$ cat config.mk
export PLATFORM = sky130hd
export DESIGN_NAME = ddr2_wake_seq
export DESIGN_NICKNAME = d
export VERILOG_FILES = /design/src/rtl/ddr2_wake_pkg.sv /design/src/rtl/wake_timer.sv /design/src/rtl/wake_cap_reg.sv /design/src/rtl/wake_cmd_drv.sv /design/src/rtl/ddr2_wake_seq.sv
export SDC_FILE = /design/constraint.sdc
export NUM_CORES = 1
export LEC_CHECK = 0
export BUFFER_PORTS_ARGS = -buffer_cell sky130_fd_sc_hd__buf_2
export CORE_AREA = 2 2 93 50
export CTS_CLUSTER_DIAMETER = 60
export DETAILED_ROUTE_END_ITERATION = 8
export DIE_AREA = 0 0 95 52
export PLACE_DENSITY = 0.89
export SETUP_SLACK_MARGIN = 0.4
export SYNTH_ARGS = -nofsm -noshare
export SYNTH_HDL_FRONTEND = slang
export SYNTH_HIERARCHICAL = 1
export SYNTH_SLANG_ARGS = --single-unit
$ cat constraint.sdc
create_clock -name clk -period 4.9 [get_ports clk]
set_clock_uncertainty 0.15 [all_clocks]
set_input_delay 0.49 -clock clk [delete_from_list [all_inputs] [get_ports clk]]
set_output_delay 0.49 -clock clk [all_outputs]
set_load 0.05 [all_outputs]
$ cat src/rtl/ddr2_wake_pkg.sv
package ddr2_wake_pkg;

  typedef enum logic [2:0] {
    ST_IDLE,
    ST_DLL_LOW,
    ST_SET_FREQ,
    ST_DLL_WAIT,
    ST_PAD_SET,
    ST_XSNR_WAIT,
    ST_REF_CMD,
    ST_GAP_WAIT
  } wake_state_e;

  typedef struct packed {
    logic cs_n;
    logic ras_n;
    logic cas_n;
    logic we_n;
  } mem_cmd_t;

  localparam mem_cmd_t CMD_NOP = '{cs_n: 1'b1, ras_n: 1'b1, cas_n: 1'b1, we_n: 1'b1};
  localparam mem_cmd_t CMD_REF = '{cs_n: 1'b0, ras_n: 1'b0, cas_n: 1'b0, we_n: 1'b1};

endpackage

$ cat src/rtl/wake_timer.sv
module wake_timer #(
  parameter int CNT_W = 16
) (
  input  logic             clk,
  input  logic             rst_n,
  input  logic             load_i,
  input  logic [CNT_W-1:0] load_val_i,
  output logic             expire_o
);

  logic [CNT_W-1:0] cnt_q;

  always_ff @(posedge clk) begin
    if (!rst_n) begin
      cnt_q <= '0;
    end else if (load_i) begin
      cnt_q <= load_val_i;
    end else if (cnt_q != '0) begin
      cnt_q <= cnt_q - 1'b1;
    end
  end

  // a count of 0 or 1 means the wait is over, so a zero load acts as one cycle
  assign expire_o = (cnt_q <= CNT_W'(1));


  no_wrap_chk: assert property (@(posedge clk) disable iff (!rst_n)
    (cnt_q == '0 && !load_i) |=> (cnt_q == '0));

endmodule

$ cat src/rtl/wake_cap_reg.sv
module wake_cap_reg #(
  parameter int W = 2
) (
  input  logic         clk,
  input  logic         rst_n,
  input  logic         load_i,
  input  logic [W-1:0] d_i,
  output logic [W-1:0] q_o
);

  always_ff @(posedge clk) begin
    if (!rst_n) begin
      q_o <= '0;
    end else if (load_i) begin
      q_o <= d_i;
    end
  end


  hold_when_idle_chk: assert property (@(posedge clk) disable iff (!rst_n)
    !load_i |=> $stable(q_o));

endmodule

$ cat src/rtl/wake_cmd_drv.sv
module wake_cmd_drv
  import ddr2_wake_pkg::*;
(
  input  logic clk,
  input  logic rst_n,
  input  logic issue_ref_i,
  output logic cs_n_o,
  output logic ras_n_o,
  output logic cas_n_o,
  output logic we_n_o
);

  mem_cmd_t cmd_q;

  always_ff @(posedge clk) begin
    if (!rst_n) begin
      cmd_q <= CMD_NOP;
    end else begin
      cmd_q <= issue_ref_i ? CMD_REF : CMD_NOP;
    end
  end

  assign cs_n_o  = cmd_q.cs_n;
  assign ras_n_o = cmd_q.ras_n;
  assign cas_n_o = cmd_q.cas_n;
  assign we_n_o  = cmd_q.we_n;


  ref_one_cycle_chk: assert property (@(posedge clk) disable iff (!rst_n)
    !cs_n_o |=> cs_n_o);

endmodule

$ cat src/rtl/ddr2_wake_seq.sv
module ddr2_wake_seq
  import ddr2_wake_pkg::*;
#(
  parameter int CNT_W   = 16,
  parameter int FREQ_W  = 4,
  parameter int DRV_W   = 2,
  parameter int ODT_W   = 2,
  parameter int OCD_W   = 3,
  parameter int ACC_GAP = 8
) (
  input  logic              clk,
  input  logic              rst_n,
  input  logic              start_i,
  input  logic [CNT_W-1:0]  dll_wait_i,
  input  logic [CNT_W-1:0]  xsnr_wait_i,
  input  logic [FREQ_W-1:0] freq_code_i,
  input  logic [DRV_W-1:0]  pad_drv_i,
  input  logic [ODT_W-1:0]  pad_odt_i,
  input  logic [OCD_W-1:0]  pad_ocd_i,
  output logic              dll_rst_n_o,
  output logic [FREQ_W-1:0] dll_freq_o,
  output logic [DRV_W-1:0]  pad_drv_o,
  output logic [ODT_W-1:0]  pad_odt_o,
  output logic [OCD_W-1:0]  pad_ocd_o,
  output logic              cke_o,
  output logic              cs_n_o,
  output logic              ras_n_o,
  output logic              cas_n_o,
  output logic              we_n_o,
  output logic              acc_en_o,
  output logic              arf_en_o,
  output logic              busy_o,
  output logic              done_o
);

  localparam logic [CNT_W-1:0] GAP_LD = CNT_W'(ACC_GAP);

  wake_state_e      state_q, state_d;
  logic             t_load, t_expire;
  logic [CNT_W-1:0] t_val;
  logic             accept, freq_load, pad_load, issue_ref;

  assign accept    = (state_q == ST_IDLE) && start_i;
  assign freq_load = (state_q == ST_DLL_LOW);
  assign pad_load  = (state_q == ST_DLL_WAIT) && t_expire;
  assign issue_ref = (state_q == ST_XSNR_WAIT) && t_expire;

  always_comb begin
    state_d = state_q;
    unique case (state_q)
      ST_IDLE:      if (start_i) state_d = ST_DLL_LOW;
      ST_DLL_LOW:   state_d = ST_SET_FREQ;
      ST_SET_FREQ:  state_d = ST_DLL_WAIT;
      ST_DLL_WAIT:  if (t_expire) state_d = ST_PAD_SET;
      ST_PAD_SET:   state_d = ST_XSNR_WAIT;
      ST_XSNR_WAIT: if (t_expire) state_d = ST_REF_CMD;
      ST_REF_CMD:   state_d = ST_GAP_WAIT;
      ST_GAP_WAIT:  if (t_expire) state_d = ST_IDLE;
      default:      state_d = ST_IDLE;
    endcase
  end

  always_comb begin
    t_load = 1'b0;
    t_val  = '0;
    unique case (state_q)
      ST_SET_FREQ: begin t_load = 1'b1; t_val = dll_wait_i;  end
      ST_PAD_SET:  begin t_load = 1'b1; t_val = xsnr_wait_i; end
      ST_REF_CMD:  begin t_load = 1'b1; t_val = GAP_LD;      end
      default:     begin t_load = 1'b0; t_val = '0;          end
    endcase
  end

  always_ff @(posedge clk) begin
    if (!rst_n) begin
      state_q     <= ST_IDLE;
      dll_rst_n_o <= 1'b0;
      cke_o       <= 1'b0;
      acc_en_o    <= 1'b0;
      arf_en_o    <= 1'b0;
      done_o      <= 1'b0;
    end else begin
      state_q <= state_d;
      if (accept) begin
        dll_rst_n_o <= 1'b0;
        cke_o       <= 1'b0;
        acc_en_o    <= 1'b0;
        arf_en_o    <= 1'b0;
        done_o      <= 1'b0;
      end
      if (state_q == ST_SET_FREQ) dll_rst_n_o <= 1'b1;
      if (state_q == ST_PAD_SET)  cke_o       <= 1'b1;
      if (state_q == ST_REF_CMD)  acc_en_o    <= 1'b1;
      if (state_q == ST_GAP_WAIT && t_expire) begin
        arf_en_o <= 1'b1;
        done_o   <= 1'b1;
      end
    end
  end

  assign busy_o = (state_q != ST_IDLE);

  wake_timer #(.CNT_W(CNT_W)) i_timer (
    .clk       (clk),
    .rst_n     (rst_n),
    .load_i    (t_load),
    .load_val_i(t_val),
    .expire_o  (t_expire)
  );

  wake_cap_reg #(.W(FREQ_W)) i_freq (
    .clk(clk), .rst_n(rst_n), .load_i(freq_load), .d_i(freq_code_i), .q_o(dll_freq_o));
  wake_cap_reg #(.W(DRV_W)) i_drv (
    .clk(clk), .rst_n(rst_n), .load_i(pad_load), .d_i(pad_drv_i), .q_o(pad_drv_o));
  wake_cap_reg #(.W(ODT_W)) i_odt (
    .clk(clk), .rst_n(rst_n), .load_i(pad_load), .d_i(pad_odt_i), .q_o(pad_odt_o));
  wake_cap_reg #(.W(OCD_W)) i_ocd (
    .clk(clk), .rst_n(rst_n), .load_i(pad_load), .d_i(pad_ocd_i), .q_o(pad_ocd_o));

  wake_cmd_drv i_cmd (
    .clk        (clk),
    .rst_n      (rst_n),
    .issue_ref_i(issue_ref),
    .cs_n_o     (cs_n_o),
    .ras_n_o    (ras_n_o),
    .cas_n_o    (cas_n_o),
    .we_n_o     (we_n_o)
  );


  cke_after_dll_chk: assert property (@(posedge clk) disable iff (!rst_n)
    cke_o |-> dll_rst_n_o);


  cmd_needs_cke_chk: assert property (@(posedge clk) disable iff (!rst_n)
    !cs_n_o |-> cke_o);


  acc_after_ref_chk: assert property (@(posedge clk) disable iff (!rst_n)
    $rose(acc_en_o) |-> $past(!cs_n_o));


  arf_needs_acc_chk: assert property (@(posedge clk) disable iff (!rst_n)
    arf_en_o |-> acc_en_o);


  done_not_busy_chk: assert property (@(posedge clk) disable iff (!rst_n)
    done_o |-> !busy_o);

endmodule

-- Yosys cells after proc, flatten, opt, wreduce, memory -nomap -nowiden
Cells that the tools add are included.
- $add $sub $neg: 1
- magnitude comparators: 1
- equal/unequal tests: 11
- mux-type cells: 15
- reductions and logical operators: 14
- operators with widths (cell ; number):
    $pmux 16 s3 ; 1
    $mux 16 ; 2
    $pmux 3 s8 ; 1
    $le 16x1->1 const B ; 1
    $reduce_bool 16->1 ; 1
    $sub 16x1->16 const B ; 1
    $eq 3x3->1 const B ; 4
    $mux 3 ; 4
    $reduce_bool 2->1 ; 5
    $ne 2x2->1 const B ; 4
    $eq 3x2->1 const B ; 2
    $mux 1 ; 6
    $logic_and 1x1->1 ; 4
    $mux 4 ; 1
    $reduce_and 4->1 ; 1
    $eq 3x1->1 const B ; 1
    $logic_not 3->1 ; 1
    $reduce_bool 3->1 ; 1
    $reduce_or 3->1 ; 1
- register bits: 38
- output and inout port bits: 21
- word-level logic and storage cells: 56

-- Depth between registers and ports, before layout
Gate-level depths: netlist of the first run.
- depth in word-level cells: 4
- gate-level depth with buffers: 8
- depth with buffers taken out: 8

-- Modules after synthesis
Netlist of the first run, hierarchy kept.
- modules (own cells, without submodules) (module ; instances ; cells each ; area each (sq um)):
    wake_timer ; 1 ; 124 ; 984.7
    ddr2_wake_seq ; 1 ; 83 ; 573.0
    wake_cap_reg at i_freq ; 1 ; 13 ; 156.4
    wake_cap_reg at i_drv ... ; 2 ; 6 ; 72.6
    wake_cap_reg at i_ocd ; 1 ; 9 ; 108.9
    wake_cmd_drv ; 1 ; 6 ; 50.0

-- Worst setup path before layout of the first run
Ideal clock, no wire load.
- kind: register to register
- start point: register i_timer.cnt_q[4]
- end point: register i_drv.q_o[0]
- data arrival time: 2.520 ns
- required time: 4.633 ns
- slack: 2.113 ns
- cell stages (with the launch flop): 8
- path buffers: 0
- period minus slack after synthesis: 2.787 ns
- cell sequence: dfxtp_1 > nor4_1 > nand4_1 > nor4_1 > nand3_1 > nor2_1 > mux2i_1 > nor2b_1
- cells in the longest elaborated chain, start to end: 2
- ends and longest elaborated chain (item ; line ; RTL):
    start, declared ; wake_timer.sv:11 ; logic [CNT_W-1:0] cnt_q;
    start signal, assigned ; wake_timer.sv:17 ; cnt_q <= load_val_i;
    start signal, assigned ; wake_timer.sv:19 ; cnt_q <= cnt_q - 1'b1;
    $le 16x1->1 ; wake_timer.sv:24 ; assign expire_o = (cnt_q <= CNT_W'(1));
    net t_expire ; ddr2_wake_seq.sv:39 ; logic t_load, t_expire;
    $logic_and 1x1->1 ; ddr2_wake_seq.sv:45 ; assign pad_load = (state_q == ST_DLL_WAIT) && t_expire;
    net pad_load ; ddr2_wake_seq.sv:41 ; logic accept, freq_load, pad_load, issue_ref;
    end signal, assigned ; wake_cap_reg.sv:15 ; q_o <= d_i;
    end, declared ; wake_cap_reg.sv:8 ; output logic [W-1:0] q_o
The timed path passes the listed nets, and every way through them passes these cells.
A chain may end at the register's enable or synchronous reset.

-- Final worst setup path of the first run
- start point: register i_timer.cnt_q[4]
- end point: register i_ocd.q_o[1]
- cells in the longest elaborated chain, start to end: 2
- ends and longest elaborated chain (item ; line):
    $le 16x1->1 ; wake_timer.sv:24
    net t_expire ; ddr2_wake_seq.sv:39
    $logic_and 1x1->1 ; ddr2_wake_seq.sv:45
    net pad_load ; ddr2_wake_seq.sv:41
    end signal, assigned ; wake_cap_reg.sv:15
    end, declared ; wake_cap_reg.sv:8
The timed path passes the listed nets, and every way through them passes these cells.

==> results.sh, run 1 <==
export IMPL_internal_power_mw=0.7020
export IMPL_num_io_pins=67
export IMPL_finish_instance_area_sq_um=2401
export IMPL_syn_num_nets=295
export IMPL_avgSynthCellArea_sq_um=8.171
export IMPL_drive_above_1_share=0.2781
export IMPL_relSlewSlack=0.3694
export IMPL_final_common_cell="buf_2"
export IMPL_outcome="complete, no violations"
export IMPL_ys_seq_area_frac=0.3472
export IMPL_crit_path_max_incr_delay_ps=760
export IMPL_period_minus_slack_ps=3655
export IMPL_holdWs_ps=300.8
export IMPL_setup_tns_ps=0
export IMPL_power_frac_seq=0.337
export IMPL_hpwl_microns=4345
export IMPL_syn_to_final_growth_pct=18.97
export IMPL_synthCells=247
export IMPL_fin_crit_sh=0.7460
export IMPL_die_w_microns=95
export IMPL_globalRouteMet3Util=0.08841
export IMPL_combinationalPowerShare=0.494
export IMPL_fp_coreArea_sq_um=4190
export IMPL_cts_made_buffers=5
export IMPL_drt_pre_antenna_iters=5
export IMPL_via_per_inst=5.908
export IMPL_clockBufferDepth=2
export IMPL_p_per_area_nw_per_um2=535.8
export IMPL_critPathRequiredTime_ps=4940
export IMPL_rsz0062_at_grt="false"
export IMPL_crit_fanout=9
export IMPL_post_cts_resized=0
export IMPL_wirelength_microns=5694
export IMPL_p_clk_frac=0.169
export IMPL_p_leak_nw=0.9863
export IMPL_final_cell_mix="65 x buf_2, 35 x dfxtp_1, 28 x nor2_1"
export IMPL_yosys_warnings=6
export IMPL_diodes=0
export IMPL_dpl_cell_area_sq_um=2308
export IMPL_fill_cells=377
export IMPL_critPathLaunch="i_timer/cnt_q[4]$_SDFFE_PN0P_"
export IMPL_wire_per_inst_microns=15.86
export IMPL_setup_viol=0
export IMPL_path_cells="nor4_1, nand4_1, nor4_1, nand3_1, nor2_1, mux2i_1, nor2b_1"
export IMPL_vias=2121
export IMPL_routabilityCongestion=0.9498
export IMPL_antenna_found_initial=0
export IMPL_grt_busiest_layer="met2"
export IMPL_grt_ovfl_total=0
export IMPL_final_antenna_net_count=0
export IMPL_grt_pass1_vias=1909
export IMPL_worstHoldPathType="in -> reg"
export IMPL_power_net_switching_mw=0.5846
export IMPL_syn_area_sq_um=2018
export IMPL_synth_edf_count=0
export IMPL_end_kind="register"
export IMPL_max_freq_ghz=0.2736
export IMPL_worstSetupPathType="reg -> reg"
export IMPL_initial_core_util=0.4816
export IMPL_grt_util_all_layers=0.2469
export IMPL_critical_path_arrival_ps=3700
export IMPL_hold_viol_final=0
export IMPL_drt_iter0_markers=225
export IMPL_crit_buf_inv=0
export IMPL_ys_ff_latch=35
export IMPL_async_reset_ff_frac=0
export IMPL_cts_tree="built"
export IMPL_place_ws_ps=1435
export IMPL_post_route_drc_count=0
export IMPL_postLayoutSetupSlackWorst_ps=1245
export IMPL_die_y_microns=52
export IMPL_root_buffer="clkbuf_8"
export IMPL_cap_violations=0
export IMPL_io_buffer_count=65
export IMPL_synth_ff_type="dfxtp_1"
export IMPL_start_kind="register"
export IMPL_grt_max_degree=42
export IMPL_ys_types=50
export IMPL_slowest_stage="nor2_1"
export IMPL_row_count=17
export IMPL_tightestPinTransition_ps=942.4
export IMPL_use_met1=0.3509
export IMPL_cts_setup_buffers=0
export IMPL_fin_util=0.5730
export IMPL_dieArea_sq_um=4940
export IMPL_peakVddDrop_mv=0.2077
export IMPL_cp_top_family="simple AND/OR/NAND/NOR gates"
export IMPL_cts_hold_buf=0
export IMPL_worst_path_most_repeated_cell="nor4_1"
export IMPL_grt_pass1_wl_microns=9259
export IMPL_met2_usage=0.3522
export IMPL_r2r_start="i_timer/cnt_q[4]$_SDFFE_PN0P_"
export IMPL_clock_sinks=35
export IMPL_cts_clk_slew_worst_paths_ps=80
export IMPL_cts_htree_levels=2
export IMPL_finalNetCount=349
export IMPL_worstHoldStart="pad_odt_i[0]"
export IMPL_drv_slew=0
export IMPL_sw_frac_of_total=0.4544
export IMPL_insertion_delay_ps=290
==> registers in the layout, summed over array words and instances (netlist names) <==
name / cells
i_cmd/cs_n_o: 1
acc_en_o: 1
dll_rst_n_o: 1
i_ocd/q_o: 3
i_odt/q_o: 2
i_drv/q_o: 2
cke_o: 1
i_freq/q_o: 4
i_timer/cnt_q: 16
state_q: 3
done_o: 1
==> logic make-up after synthesis <==
logic type / share of synthesized area
and+or+nand+nor: 0.2498
AOI/OAI and AO/OA: 0.2139
DFF: 0.3472
buffers and inverters: 0.07501
muxes: 0.06943
xor gates and xnor gates: 0.03038
adders and majority gates: 0.01240
other: 0.001858
==> synthesized netlist by cell type, types with 2 or more instances <==
| cell | count | area (sq um) |
|---|---|---|
| and3_1 | 2 | 12.51 |
| or4_1 | 2 | 15.01 |
| nand3_1 | 11 | 55.05 |
| nor2b_1 | 12 | 75.07 |
| o211ai_1 | 3 | 22.52 |
| o31ai_1 | 2 | 15.01 |
| and2_1 | 2 | 12.51 |
| o21ai_1 | 2 | 10.01 |
| nand2_1 | 12 | 45.04 |
| or4_4 | 2 | 22.52 |
| o21ai_0 | 14 | 70.07 |
| o311ai_0 | 2 | 17.52 |
| mux2i_1 | 14 | 140.1 |
| nand4_1 | 3 | 18.77 |
| ha_1 | 2 | 25.02 |
| xnor2_1 | 6 | 52.55 |
| nor2_1 | 28 | 105.1 |
| nor4_1 | 4 | 25.02 |
| inv_1 | 6 | 22.52 |
| nor3_1 | 9 | 45.04 |
| o22ai_1 | 2 | 12.51 |
| a22oi_1 | 15 | 112.6 |
| nand2b_1 | 2 | 12.51 |
| buf_6 | 3 | 33.78 |
| buf_2 | 4 | 20.02 |
| a31oi_1 | 3 | 18.77 |
| a21oi_1 | 11 | 55.05 |
| dfxtp_1 | 35 | 700.7 |
| buf_4 | 6 | 45.04 |
| clkbuf_1 | 8 | 30.03 |
==> path summary, 6_finish.rpt <==
| path | end | cells after the start | slack, ps |
|---|---|---|---|
| hold reg to reg | cke_o$_SDFFE_PN0P_ | 2 | 350 |
| setup / recovery | i_ocd/q_o[1]$_SDFFE_PN0P_ | 7 | 1240 |
| setup reg to reg | i_ocd/q_o[1]$_SDFFE_PN0P_ | 7 | 1240 |
| hold / removal | i_odt/q_o[0]$_SDFFE_PN0P_ | 3 | 300 |
==> stage by stage <==
stage | cells | power, mW
2_1_floorplan | 247 | 0.9188
3_3_place_gp | 351 | 1.030
3_5_place_dp | 351 | 1.051
4_1_cts | 359 | 1.271
5_1_grt | 359 | 1.378
6_report | 359 | 1.287
==> cell type report <==
cell class                      instances  area (sq um)  area share
Multi-Input combinational cell        185          1166      0.4857
Timing Repair Buffer                   68         347.8      0.1449
Clock inverter                          3         23.77    0.009901
Sequential cell                        35         700.7      0.2918
Clock buffer                            5         68.82     0.02866
Inverter                                6         22.52    0.009380
Tap cell                               57         71.32     0.02970
==> power groups by stage <==
| stage | clock network, mW | logic [mW] | registers, mW |
|---|---|---|---|
| after CTS | 0.220 | 0.621 | 0.430 |
| after global routing | 0.239 | 0.694 | 0.444 |
| final | 0.217 | 0.635 | 0.434 |
| after floorplan | 0 | 0.486 | 0.433 |
| after global placement | 0 | 0.600 | 0.430 |
| after detailed placement | 0 | 0.617 | 0.435 |
==> tightest hold or removal path: cells and delay by family <==
| family | cells | cell delay (ps) |
|---|---|---|
| AND/OR/NAND/NOR | 1 | 90 |
| buffers and inverters | 1 | 80 |
| multiplexers | 1 | 50 |
==> per-layer routing <==
metal | part of all wire | up-vias
li1 | - | 1001
met1 | 0.47 | 991
met2 | 0.41 | 125
met3 | 0.11 | 4
met4 | 0.0068 | 0
met5 | 0 | -
No activity file was read; power rests on OpenSTA's default activity.
==> run 2: changes to the inputs <==
--- a/config.mk
+++ b/config.mk
@@ -5,12 +5,13 @@
 export SDC_FILE = /design/constraint.sdc
 export NUM_CORES = 1
 export LEC_CHECK = 0
+export ABC_AREA = 1
 export BUFFER_PORTS_ARGS = -buffer_cell sky130_fd_sc_hd__buf_2
-export CORE_AREA = 2 2 93 50
+export CORE_AREA = 2 2 102 55
 export CTS_CLUSTER_DIAMETER = 60
 export DETAILED_ROUTE_END_ITERATION = 8
-export DIE_AREA = 0 0 95 52
-export PLACE_DENSITY = 0.89
+export DIE_AREA = 0 0 104 57
+export PLACE_DENSITY = 0.86
 export SETUP_SLACK_MARGIN = 0.4
 export SYNTH_ARGS = -nofsm -noshare
 export SYNTH_HDL_FRONTEND = slang
==> constraint.sdc (replaced) <==
create_clock -name clk -period 3.22 [get_ports clk]
set_clock_uncertainty 0.15 [all_clocks]
set_input_delay 0.322 -clock clk [delete_from_list [all_inputs] [get_ports clk]]
set_output_delay 0.322 -clock clk [all_outputs]
set_load 0.05 [all_outputs]
==> results.sh, run 2 <==
export IMPL_outcome="complete, no violations"
export IMPL_num_io_pins=67
export IMPL_yosys_warnings=6
export IMPL_grt_pass1_wl_microns=9632
export IMPL_p_per_area_nw_per_um2=861.0
export IMPL_avgSynthCellArea_sq_um=6.505
export IMPL_grt_ovfl_total=0
export IMPL_cts_tree="built"
export IMPL_synth_edf_count=0
export IMPL_setup_viol=0
export IMPL_wire_per_inst_microns=12.09
export IMPL_start_kind="register"
export IMPL_async_reset_ff_frac=0
export IMPL_vias=2388
export IMPL_critPathRequiredTime_ps=3260
export IMPL_drt_pre_antenna_iters=6
export IMPL_root_buffer="clkbuf_8"
export IMPL_final_cell_mix="86 x nand2_1, 65 x buf_2, 49 x inv_1"
export IMPL_die_w_microns=104
export IMPL_drive_above_1_share=0.2718
export IMPL_final_antenna_net_count=0
export IMPL_initial_core_util=0.4459
export IMPL_largest_reg_flops=16
export IMPL_fp_coreArea_sq_um=5135
export IMPL_synth_area_leaders="dfxtp_1 31%, nand2_1 14%, inv_1 8.0%"
export IMPL_yosysMostFrequentCell="nand2_1"
export IMPL_ys_types=34
export IMPL_rsz0062_at_grt="false"
export IMPL_max_freq_ghz=0.4464
export IMPL_crit_path_max_incr_delay_ps=360
export IMPL_worst_path_most_repeated_cell="nand2_1"
export IMPL_finalNetCount=460
export IMPL_tightestPinTransition_ps=520.6
export IMPL_worstSetupPathType="reg -> reg"
export IMPL_post_cts_resized=0
export IMPL_dieArea_sq_um=5928
export IMPL_peakVddDrop_mv=0.3283
export IMPL_die_y_microns=57
export IMPL_routabilityCongestion=0.9472
export IMPL_worstHoldPathType="in -> reg"
export IMPL_cap_violations=0
export IMPL_clock_sinks=35
export IMPL_synth_ff_type="dfxtp_1"
export IMPL_fill_cells=517
export IMPL_register_area_sq_um=700.7
export IMPL_p_leak_nw=1.389
export IMPL_io_buffer_count=65
export IMPL_wirelength_microns=5863
export IMPL_ys_seq_area_frac=0.3060
export IMPL_total_power_mw=2.346
export IMPL_fin_crit_sh=0.6957
export IMPL_largest_register="i_timer/cnt_q"
export IMPL_grt_pass1_vias=2189
export IMPL_hold_viol_final=0
export IMPL_grt_util_all_layers=0.2003
export IMPL_grt_max_degree=21
export IMPL_end_kind="register"
export IMPL_path_cells="inv_1, ha_1, nand2_1, nor2_2, nand4_2, nand2_1, inv_1, nor4_2, buf_4, nand2_1, nand2_1, nor2_1"
export IMPL_crit_fanout=14
export IMPL_cts_clk_slew_worst_paths_ps=80
export IMPL_largestRegisters="i_timer/cnt_q x16, i_freq/q_o x4"
export IMPL_cts_made_buffers=5
export IMPL_row_count=19
export IMPL_diodes=0
export IMPL_insertion_delay_ps=290
export IMPL_synthCells=352
export IMPL_multiInputGateArea_sq_um=1265
export IMPL_synth_common_cells="86 x nand2_1, 49 x inv_1, 45 x nor2_1"
export IMPL_place_inst=478
export IMPL_critical_path_arrival_ps=2280
export IMPL_cts_htree_levels=2
export IMPL_synth_top_cell_area_share=0.3060
export IMPL_period_minus_slack_ps=2240
export IMPL_final_cell_count_no_fill=485
export IMPL_syn_num_nets=400
export IMPL_relSlewSlack=0.6516
export IMPL_setup_tns_ps=0
export IMPL_cts_setup_buffers=0
export IMPL_clockBufferDepth=2
export IMPL_slowest_stage="dfxtp_1"
export IMPL_drv_slew=0
export IMPL_cts_hold_buf=0
export IMPL_hpwl_microns=4483
export IMPL_ys_ff_latch=35
export IMPL_syn_area_sq_um=2290
export IMPL_via_per_inst=4.924
export IMPL_final_common_cell="nand2_1"
export IMPL_antenna_found_initial=0
export IMPL_drt_iter0_markers=198
export IMPL_post_route_drc_count=0
export IMPL_syn_to_final_growth_pct=19.02
export IMPL_yosys_area_top_type="dfxtp_1"
## run 2: kinds of logic after synthesis
| family | Yosys count | synth area share |
|---|---|---|
| AO/OA/AOI/OAI | 46 | 0.1224 |
| XOR/XNOR | 2 | 0.007652 |
| adder cells (fa/ha/maj) | 2 | 0.01093 |
| buffers and inverters | 69 | 0.1443 |
| flip-flops | 35 | 0.3060 |
| other | 1 | 0.001638 |
| AND/OR/NAND/NOR | 197 | 0.4071 |
## run 2: critical path, delay by kind of cell (launching register included)
kind                       cells  cell delay (ps)
and+or+nand+nor                8              970
DFF                            1              360
buffers and inverters          3              420
adders and majority gates      1              230
## run 2: worst paths after layout
path,from,endpoint,slack [ps],cells past startpoint
max,i_timer/cnt_q[0]$_SDFFE_PN0P_,i_ocd/q_o[0]$_SDFFE_PN0P_,980,12
min,start_i,state_q[0]$_SDFFE_PN0P_,140,3
min reg2reg,i_drv/q_o[0]$_SDFFE_PN0P_,i_drv/q_o[0]$_SDFFE_PN0P_,320,2
max reg2reg,i_timer/cnt_q[0]$_SDFFE_PN0P_,i_ocd/q_o[0]$_SDFFE_PN0P_,980,12
## run 2: per-stage QoR
stage / cell area, sq um / hold WS, ps / setup slack, ps / utilization
after global placement: 2619 / 301.4 / 1119 / 0.5100
after global routing: 2725 / 162.3 / 735.5 / 0.5307
after detailed placement: 2619 / 313.1 / 1009 / 0.5100
after CTS: 2725 / 136.3 / 986.2 / 0.5307
after floorplan: 2290 / 240.7 / 479.3 / -
final: 2725 / 144.2 / 979.8 / 0.5307
## run 2: area by class of cell
cell class,instances,share of cell area
Multi-Input combinational cell,248,0.4642
Sequential cell,35,0.2571
Timing Repair Buffer,68,0.1276
Inverter,54,0.07851
Tap cell,73,0.03352
Clock buffer,5,0.02525
Clock inverter,2,0.01377
## run 2: power breakdown
part,total [mW],leakage [nW],internal (mW),switching (mW)
Clock,0.391,0.0502,0.226,0.165
Sequential,0.650,0.286,0.534,0.116
Combinational,1.30,1.05,0.422,0.883
Total,2.35,1.39,1.18,1.16
## run 2: per-layer routing
metal / vias to the layer above / track usage / wire length [microns]
li1: 1220 / - / -
met1: 1052 / 0.2852 / 2798
met2: 109 / 0.2998 / 2484
met3: 7 / 0.05714 / 526
met4: 0 / 0.05405 / 54
met5: - / 0 / 0
